--- src/rtl/gpio_irq_pkg.sv ---
package gpio_irq_pkg;

  typedef struct packed {
    logic dual;
    logic edge_sel;
    logic pol;
  } trig_cfg_t;

  // Trigger condition for one pin in one cycle.
  function automatic logic trig_hit(input trig_cfg_t cfg, input logic cur,
                                    input logic prev, input logic hist_ok);
    logic rise;
    logic fall;
    rise = cur & ~prev;
    fall = ~cur & prev;
    if (!cfg.edge_sel) return (cur == cfg.pol);
    if (cfg.dual) return hist_ok & (rise | fall);
    return hist_ok & (cfg.pol ? rise : fall);
  endfunction

endpackage

--- src/rtl/gpio_irq_trigger.sv ---
module gpio_irq_trigger
  import gpio_irq_pkg::*;
#(
  parameter int NPINS = 8,
  localparam int TYPE_W = 3 * NPINS
) (
  input  logic              clk,
  input  logic              rst_n,
  input  logic [NPINS-1:0]  pin_lvl,
  input  logic [TYPE_W-1:0] type_q,
  input  logic              type_wr,
  output logic [NPINS-1:0]  hit,
  output logic [NPINS-1:0]  edge_hit
);

  logic [NPINS-1:0] prev_q;
  logic             hist_ok_q;

  // History of the pins; invalid for one cycle after reset or a type write.
  always_ff @(posedge clk or negedge rst_n) begin
    if (!rst_n) begin
      prev_q    <= '0;
      hist_ok_q <= 1'b0;
    end else begin
      prev_q    <= pin_lvl;
      hist_ok_q <= ~type_wr;
    end
  end

  for (genvar i = 0; i < NPINS; i++) begin : g_pin
    trig_cfg_t cfg;
    assign cfg.pol      = type_q[i];
    assign cfg.edge_sel = type_q[i + NPINS];
    assign cfg.dual     = type_q[i + 2*NPINS];
    assign hit[i]       = trig_hit(cfg, pin_lvl[i], prev_q[i], hist_ok_q);
    assign edge_hit[i]  = cfg.edge_sel & hit[i];
  end

  // no edge event in the cycle after a type write
  a_r11_no_edge_after_type: assert property (@(posedge clk) disable iff (!rst_n)
    $past(type_wr) |-> (edge_hit == '0));

endmodule

--- src/rtl/gpio_irq_status.sv ---
module gpio_irq_status #(
  parameter int NPINS = 8
) (
  input  logic             clk,
  input  logic             rst_n,
  input  logic [NPINS-1:0] set_vec,
  input  logic [NPINS-1:0] clr_vec,
  output logic [NPINS-1:0] status
);

  always_ff @(posedge clk or negedge rst_n) begin
    if (!rst_n) status <= '0;
    else        status <= (status & ~clr_vec) | set_vec;
  end

  // cleared bits without a coincident set drop to zero
  a_r7_clear_drops: assert property (@(posedge clk) disable iff (!rst_n)
    1'b1 |=> ((status & $past(clr_vec & ~set_vec)) == '0));

  // bits not cleared keep their value
  a_r7_sticky_hold: assert property (@(posedge clk) disable iff (!rst_n)
    1'b1 |=> ((status & $past(status & ~clr_vec)) == $past(status & ~clr_vec)));

  // a trigger always lands, even against a clear
  a_r8_set_wins: assert property (@(posedge clk) disable iff (!rst_n)
    1'b1 |=> ((status & $past(set_vec)) == $past(set_vec)));

endmodule

--- src/rtl/gpio_irq_port.sv ---
module gpio_irq_port
  import gpio_irq_pkg::*;
#(
  parameter int NPINS = 8,
  localparam int TYPE_W = 3 * NPINS
) (
  input  logic              clk,
  input  logic              rst_n,
  input  logic [NPINS-1:0]  pin_lvl,
  input  logic              type_wr,
  input  logic [TYPE_W-1:0] type_wdata,
  input  logic              enable_wr,
  input  logic [NPINS-1:0]  enable_wdata,
  input  logic              clear_wr,
  input  logic [NPINS-1:0]  clear_wdata,
  output logic [NPINS-1:0]  status,
  output logic              irq
);

  logic [TYPE_W-1:0] type_q;
  logic [NPINS-1:0]  en_q;
  logic [NPINS-1:0]  hit;
  logic [NPINS-1:0]  edge_hit;
  logic [NPINS-1:0]  clr_vec;

  always_ff @(posedge clk or negedge rst_n) begin
    if (!rst_n) begin
      type_q <= '0;
      en_q   <= '0;
    end else begin
      if (type_wr)   type_q <= type_wdata;
      if (enable_wr) en_q   <= enable_wdata;
    end
  end

  assign clr_vec = clear_wr ? clear_wdata : '0;

  gpio_irq_trigger #(.NPINS(NPINS)) u_trig (
    .clk      (clk),
    .rst_n    (rst_n),
    .pin_lvl  (pin_lvl),
    .type_q   (type_q),
    .type_wr  (type_wr),
    .hit      (hit),
    .edge_hit (edge_hit)
  );

  gpio_irq_status #(.NPINS(NPINS)) u_stat (
    .clk     (clk),
    .rst_n   (rst_n),
    .set_vec (hit),
    .clr_vec (clr_vec),
    .status  (status)
  );

  assign irq = |(status & en_q);

  // no request while every enable is off
  a_r10_masked_quiet: assert property (@(posedge clk) disable iff (!rst_n)
    (en_q == '0) |-> !irq);

  // first cycle out of reset has empty status
  a_r1_clean_start: assert property (@(posedge clk) disable iff (!rst_n)
    $rose(rst_n) |-> (status == '0));

endmodule

--- config.mk ---
export PLATFORM = sky130hd
export DESIGN_NAME = gpio_irq_port
export DESIGN_NICKNAME = d
export VERILOG_FILES = /design/src/rtl/gpio_irq_pkg.sv /design/src/rtl/gpio_irq_trigger.sv /design/src/rtl/gpio_irq_status.sv /design/src/rtl/gpio_irq_port.sv
export SDC_FILE = /design/constraint.sdc
export NUM_CORES = 1
export LEC_CHECK = 0
export BUFFER_PORTS_ARGS = -buffer_cell sky130_fd_sc_hd__buf_2
export CAP_MARGIN = 25
export CORE_UTILIZATION = 47
export CTS_CLUSTER_SIZE = 25
export DETAILED_ROUTE_END_ITERATION = 12
export PLACE_DENSITY = 0.84
export SYNTH_ARGS = -nofsm -noshare
export SYNTH_HDL_FRONTEND = slang
export SYNTH_SLANG_ARGS = --single-unit
--- constraint.sdc ---
create_clock -name clk -period 1.3 [get_ports clk]
set_input_delay 0.065 -clock clk [delete_from_list [all_inputs] [get_ports clk]]
set_output_delay 0.065 -clock clk [all_outputs]
set_load 0.02 [all_outputs]
Yosys cells after proc, flatten, opt, wreduce, memory -nomap -nowiden
Index checks and enable logic that the tools add are counted.
{"block": "totals", "word_cells": 132, "out_inout_bits": 9, "ff_bits": 49, "in_bits": 53}
{"block": "classes", "bitwise_logic": 61, "eq_ne": 8, "n_reduce_logical": 1, "mux": 57}
{"operator": "$mux 1", "n": 56}
{"operator": "$and 1x1->1", "n": 32}
{"operator": "$not 1->1", "n": 17}
{"operator": "$and 8x8->8", "n": 2}
{"operator": "$eq 1x1->1", "n": 8}
{"operator": "$mux 8", "n": 1}
{"operator": "$not 8->8", "n": 1}
{"operator": "$or 1x1->1", "n": 8}
{"operator": "$or 8x8->8", "n": 1}
{"operator": "$reduce_or 8->1", "n": 1}

Logic depth before layout (Yosys ltp)
{"block": "depth", "depth_word": 8, "ltp_mapped": 5, "mapped_depth_nobuf": 5}

By module
Synthesis repeated with hierarchy kept, for this count alone.
{"block": "hier_totals", "hier_cells": 204, "area_unflattened_um2": 2498.6}
{"module": "gpio_irq_port", "n_inst": 1, "area_per_inst_um2": 1378.8, "seq_area_each_um2": 800.8, "cells_per_inst": 81}
{"module": "gpio_irq_trigger", "n_inst": 1, "area_per_inst_um2": 829.5, "seq_area_each_um2": 225.2, "cells_per_inst": 99}
{"module": "gpio_irq_status", "n_inst": 1, "area_per_inst_um2": 290.3, "seq_area_each_um2": 200.2, "cells_per_inst": 24}

Least setup slack after synthesis
Ideal clock, no wire load.
{"block": "synth_timing", "path_type": "register to register", "from": "register u_trig.prev_q[0]", "to": "register u_stat.status[0]", "stages_incl_launch_ff": 5, "setup_slack_ps": 125, "synth_period_minus_slack_ps": 1175, "n_path_buf": 0, "arrival_time_ps": 1041, "t_required_ps": 1166, "setup_time_ps": 134, "cell_sequence": "dfrtp_1 ha_1 mux2_4 o2111ai_1 o211ai_1"}
{"block": "synth_between", "elab_chain_len": 8, "elab_cells_between_ends": 11, "cone_classes": "mux: 4; bitwise: 7"}
{"item": "from (decl)", "line": "gpio_irq_trigger.sv:16", "text": "logic [NPINS-1:0] prev_q;"}
{"item": "from (signal assigned)", "line": "gpio_irq_trigger.sv:25", "text": "prev_q <= pin_lvl;"}
{"item": "$not 1->1", "line": "gpio_irq_pkg.sv:14", "text": "rise = cur & ~prev;"}
{"item": "$and 1x1->1", "line": "gpio_irq_pkg.sv:14"}
{"item": "$or 1x1->1", "line": "gpio_irq_pkg.sv:17", "text": "if (cfg.dual) return hist_ok & (rise | fall);"}
{"item": "$and 1x1->1", "line": "gpio_irq_pkg.sv:17"}
{"item": "$mux 1", "line": "gpio_irq_pkg.sv:17"}
{"item": "$mux 1 *", "line": "gpio_irq_pkg.sv:18", "text": "return hist_ok & (cfg.pol ? rise : fall);"}
{"item": "$mux 1 *", "line": "gpio_irq_pkg.sv:17"}
{"item": "$or 8x8->8 *", "line": "gpio_irq_status.sv:13", "text": "else status <= (status & ~clr_vec) | set_vec;"}
{"item": "to (signal assigned)", "line": "gpio_irq_status.sv:13"}
{"item": "to (decl)", "line": "gpio_irq_status.sv:8", "text": "output logic [NPINS-1:0] status"}
Every way passes the cells marked *; elsewhere a longest branch is shown, timed or not.
A chain may end at the register's enable or synchronous reset.

Worst setup path after layout
{"block": "layout_timing", "from": "register u_trig.prev_q[6]", "to": "register u_stat.status[6]"}
The elaborated chain is that of the path after synthesis.

==> impl_metrics.json <==
{
  "outcome": "completed",
  "crit_path_end_kind": "flip-flop",
  "grt_usage_pct": 18.7,
  "path_max_fanout": 2,
  "ys_types": 14,
  "ys_seq_elements": 49,
  "clk_latency_ns": 0.29,
  "root_buffer": "clkbuf_8",
  "dp_cells": 305,
  "hold_ws_ns": 0.00399,
  "fp.dieW_um": 72.6,
  "avgSynthCellArea_sq_um": 12.9,
  "fp.dieArea_sq_um": 5270,
  "port_buffers": 61,
  "start_util_pct": 49.3,
  "drv_slew": 0,
  "drive_gt1_share_pct": 45.0,
  "crit_type": "reg2reg",
  "ctsLongestPathBuffers": 2,
  "final_cell_area_sq_um": 3120,
  "drt_iter0_drc": 65,
  "layout_setup_ws_ns": 0.0566,
  "floorplan.core_area_sq_um": 4750,
  "antenna_cells": 0,
  "synthAdderAreaFrac_pct": 8.54,
  "power-per-cell-area_nw_per_um2": 1120,
  "antenna_found_initial": 0,
  "hold_class": "in2reg",
  "critPathMaxStageDelay_ns": 0.40,
  "synth_xor_area_share_pct": 2.99,
  "fmax_mhz": 804,
  "leakage_nw": 1.52,
  "wl_per_cell_um": 13.5,
  "placed_cell_area_sq_um": 2730,
  "crit_arrival_ns": 1.42,
  "final_common_cell": "buf_2",
  "synth_area_sq_um": 2340,
  "post-place-ws_ns": 0.0288,
  "tns_ns": 0,
  "drt_wl_total_um": 4560,
  "hpwlAfterDp_um": 3130,
  "num_vias": 1659,
  "finalCriticalPeriod_ns": 1.24,
  "worst-path-buf-inv": 0,
  "path_cells": "ha_1, mux2_4, o2111ai_2, o211ai_1",
  "muxShareOfSynthArea_pct": 20.5,
  "synth_cells": 181,
  "cts.clk_slew.worst_paths_ns": 0.09,
  "grt-ovfl-total": 0,
  "final_cell_mix": "buf_2 (61), dfrtp_1 (49), mux2_2 (32)",
  "die_h_um": 72.6,
  "synth-compound-area-share_pct": 6.83,
  "min_period_over_period_pct": 95.6,
  "synth_seq_area_share_pct": 52.3,
  "syn_to_final_growth_pct": 33.0,
  "numCtsBuffers": 5,
  "ant_nets": 0,
  "finalPower_mw": 3.50,
  "synth-simple-area-share_pct": 4.11,
  "worst_pin_slew_ns": 0.482,
  "final_util_pct": 65.6,
  "relSlewSlack_pct": 67.9,
  "crit_family": "flip-flops",
  "place.gp.congestion": 0.731,
  "crit_required_ns": 1.47,
  "io_pins": 62,
  "tritoncts": "done",
  "fin_nets": 339,
  "grt_pass1_vias": 1650,
  "first_pass_iters": 4,
  "core.rowCount": 25,
  "max_cap_viol_count": 0,
  "setup_viol": 0,
  "syn_nets": 250,
  "finalNonFillerCells": 338,
  "critPathLaunchType": "flip-flop",
  "final_hold_viol_count": 0,
  "avgViaCountPerCell": 4.91,
  "slowest_stage": "dfrtp_1",
  "ir_worst_vdd_mv": 0.719,
  "synth_warnings": 0,
  "grt_pass1_wl_um": 7450,
  "drc": 0,
  "cts.sinks": 49,
  "htreeDepth": 2,
  "synth_top_family_by_area": "multiplexers",
  "grt_max_degree": 50,
  "fin_worst_skew_ns": 0.00808
}
-- registers in the layout, indices dropped and copies added (netlist names) --
register,flops
type_q,24
en_q,8
u_stat.status,8
u_trig.prev_q,8
u_trig.hist_ok_q,1
-- synth_stat cells --
cell,count,area (sq um)
nand2_1,24,90.1
dfrtp_1,49,1230
buf_6,3,33.8
mux2_2,32,360
clkbuf_1,2,7.51
ha_1,16,200
xor2_1,8,70.1
a22oi_1,4,30.0
inv_1,17,63.8
buf_2,1,5.00
mux2_4,8,120
o211ai_1,8,60.1
o2111ai_1,8,70.1
nand4_1,1,6.26
-- area by class of cell --
class | instances | area [sq um]
repair buffers | 88 | 588
inverters | 17 | 63.8
multi-input cells | 109 | 1050
clock buffers | 7 | 96.3
flip-flops and latches | 49 | 1230
well taps | 67 | 83.8
clock inverters | 1 | 5.00
fillers | 394 | 1640
-- path summary, 6_finish.rpt --
check	startpoint	to	slack (ns)	depth (start not counted)
worst max-delay path	u_trig.prev_q[6]$_DFF_PN0_	u_stat.status[6]$_DFF_PN0_	0.06	4
worst min-delay path	type_wdata[10]	type_q[10]$_DFFE_PN0P_	0.004	2
worst max register to register	u_trig.prev_q[6]$_DFF_PN0_	u_stat.status[6]$_DFF_PN0_	0.06	4
worst min register to register	en_q[3]$_DFFE_PN0P_	en_q[3]$_DFFE_PN0P_	0.52	1
max in group asynchronous	rst_n	type_q[2]$_DFFE_PN0P_	0.77	3
min in group asynchronous	rst_n	u_stat.status[5]$_DFF_PN0_	0.29	3
-- where the power goes --
| part | switching [mW] | internal, mW |
|---|---|---|
| combinational | 0.316 | 0.395 |
| sequential | 0.148 | 1.69 |
| clock | 0.475 | 0.481 |
-- cells by family (layout without fill, tap and decap cells) --
kind of cell	Yosys count	count (layout)
fa+ha+maj	16	16
mux	40	40
compound gates	20	20
flops	49	49
simple gates	25	25
buf+inv	23	113
xor+xnor	8	8
-- worst reg2reg max path, stage by stage, from the launching register on --
cell and delay [ns]:
dfrtp_1 0.40, ha_1 0.19, mux2_4 0.27, o2111ai_2 0.16, o211ai_1 0.11
-- repair_timing --
| action | CTS | global route |
|---|---|---|
| hold buffers | 20 | 2 |
| cloned | 0 | 0 |
| setup endpoints to repair | 1 | 7 |
| pin swaps | 0 | 2 |
| buffers inserted | 0 | 3 |
| endpoints found under the hold margin | 68 | 2 |
| gates resized for setup | 2 | 6 |
-- metal layers --
layer	GRT usage (%)	vias to the layer above	wire [um]
li1	-	805	-
met1	24.2	812	2080
met2	32.1	38	2280
met3	3.73	4	163
met4	5.23	0	40
met5	0	-	0
Note: power is estimated with default switching activity, not from simulation.
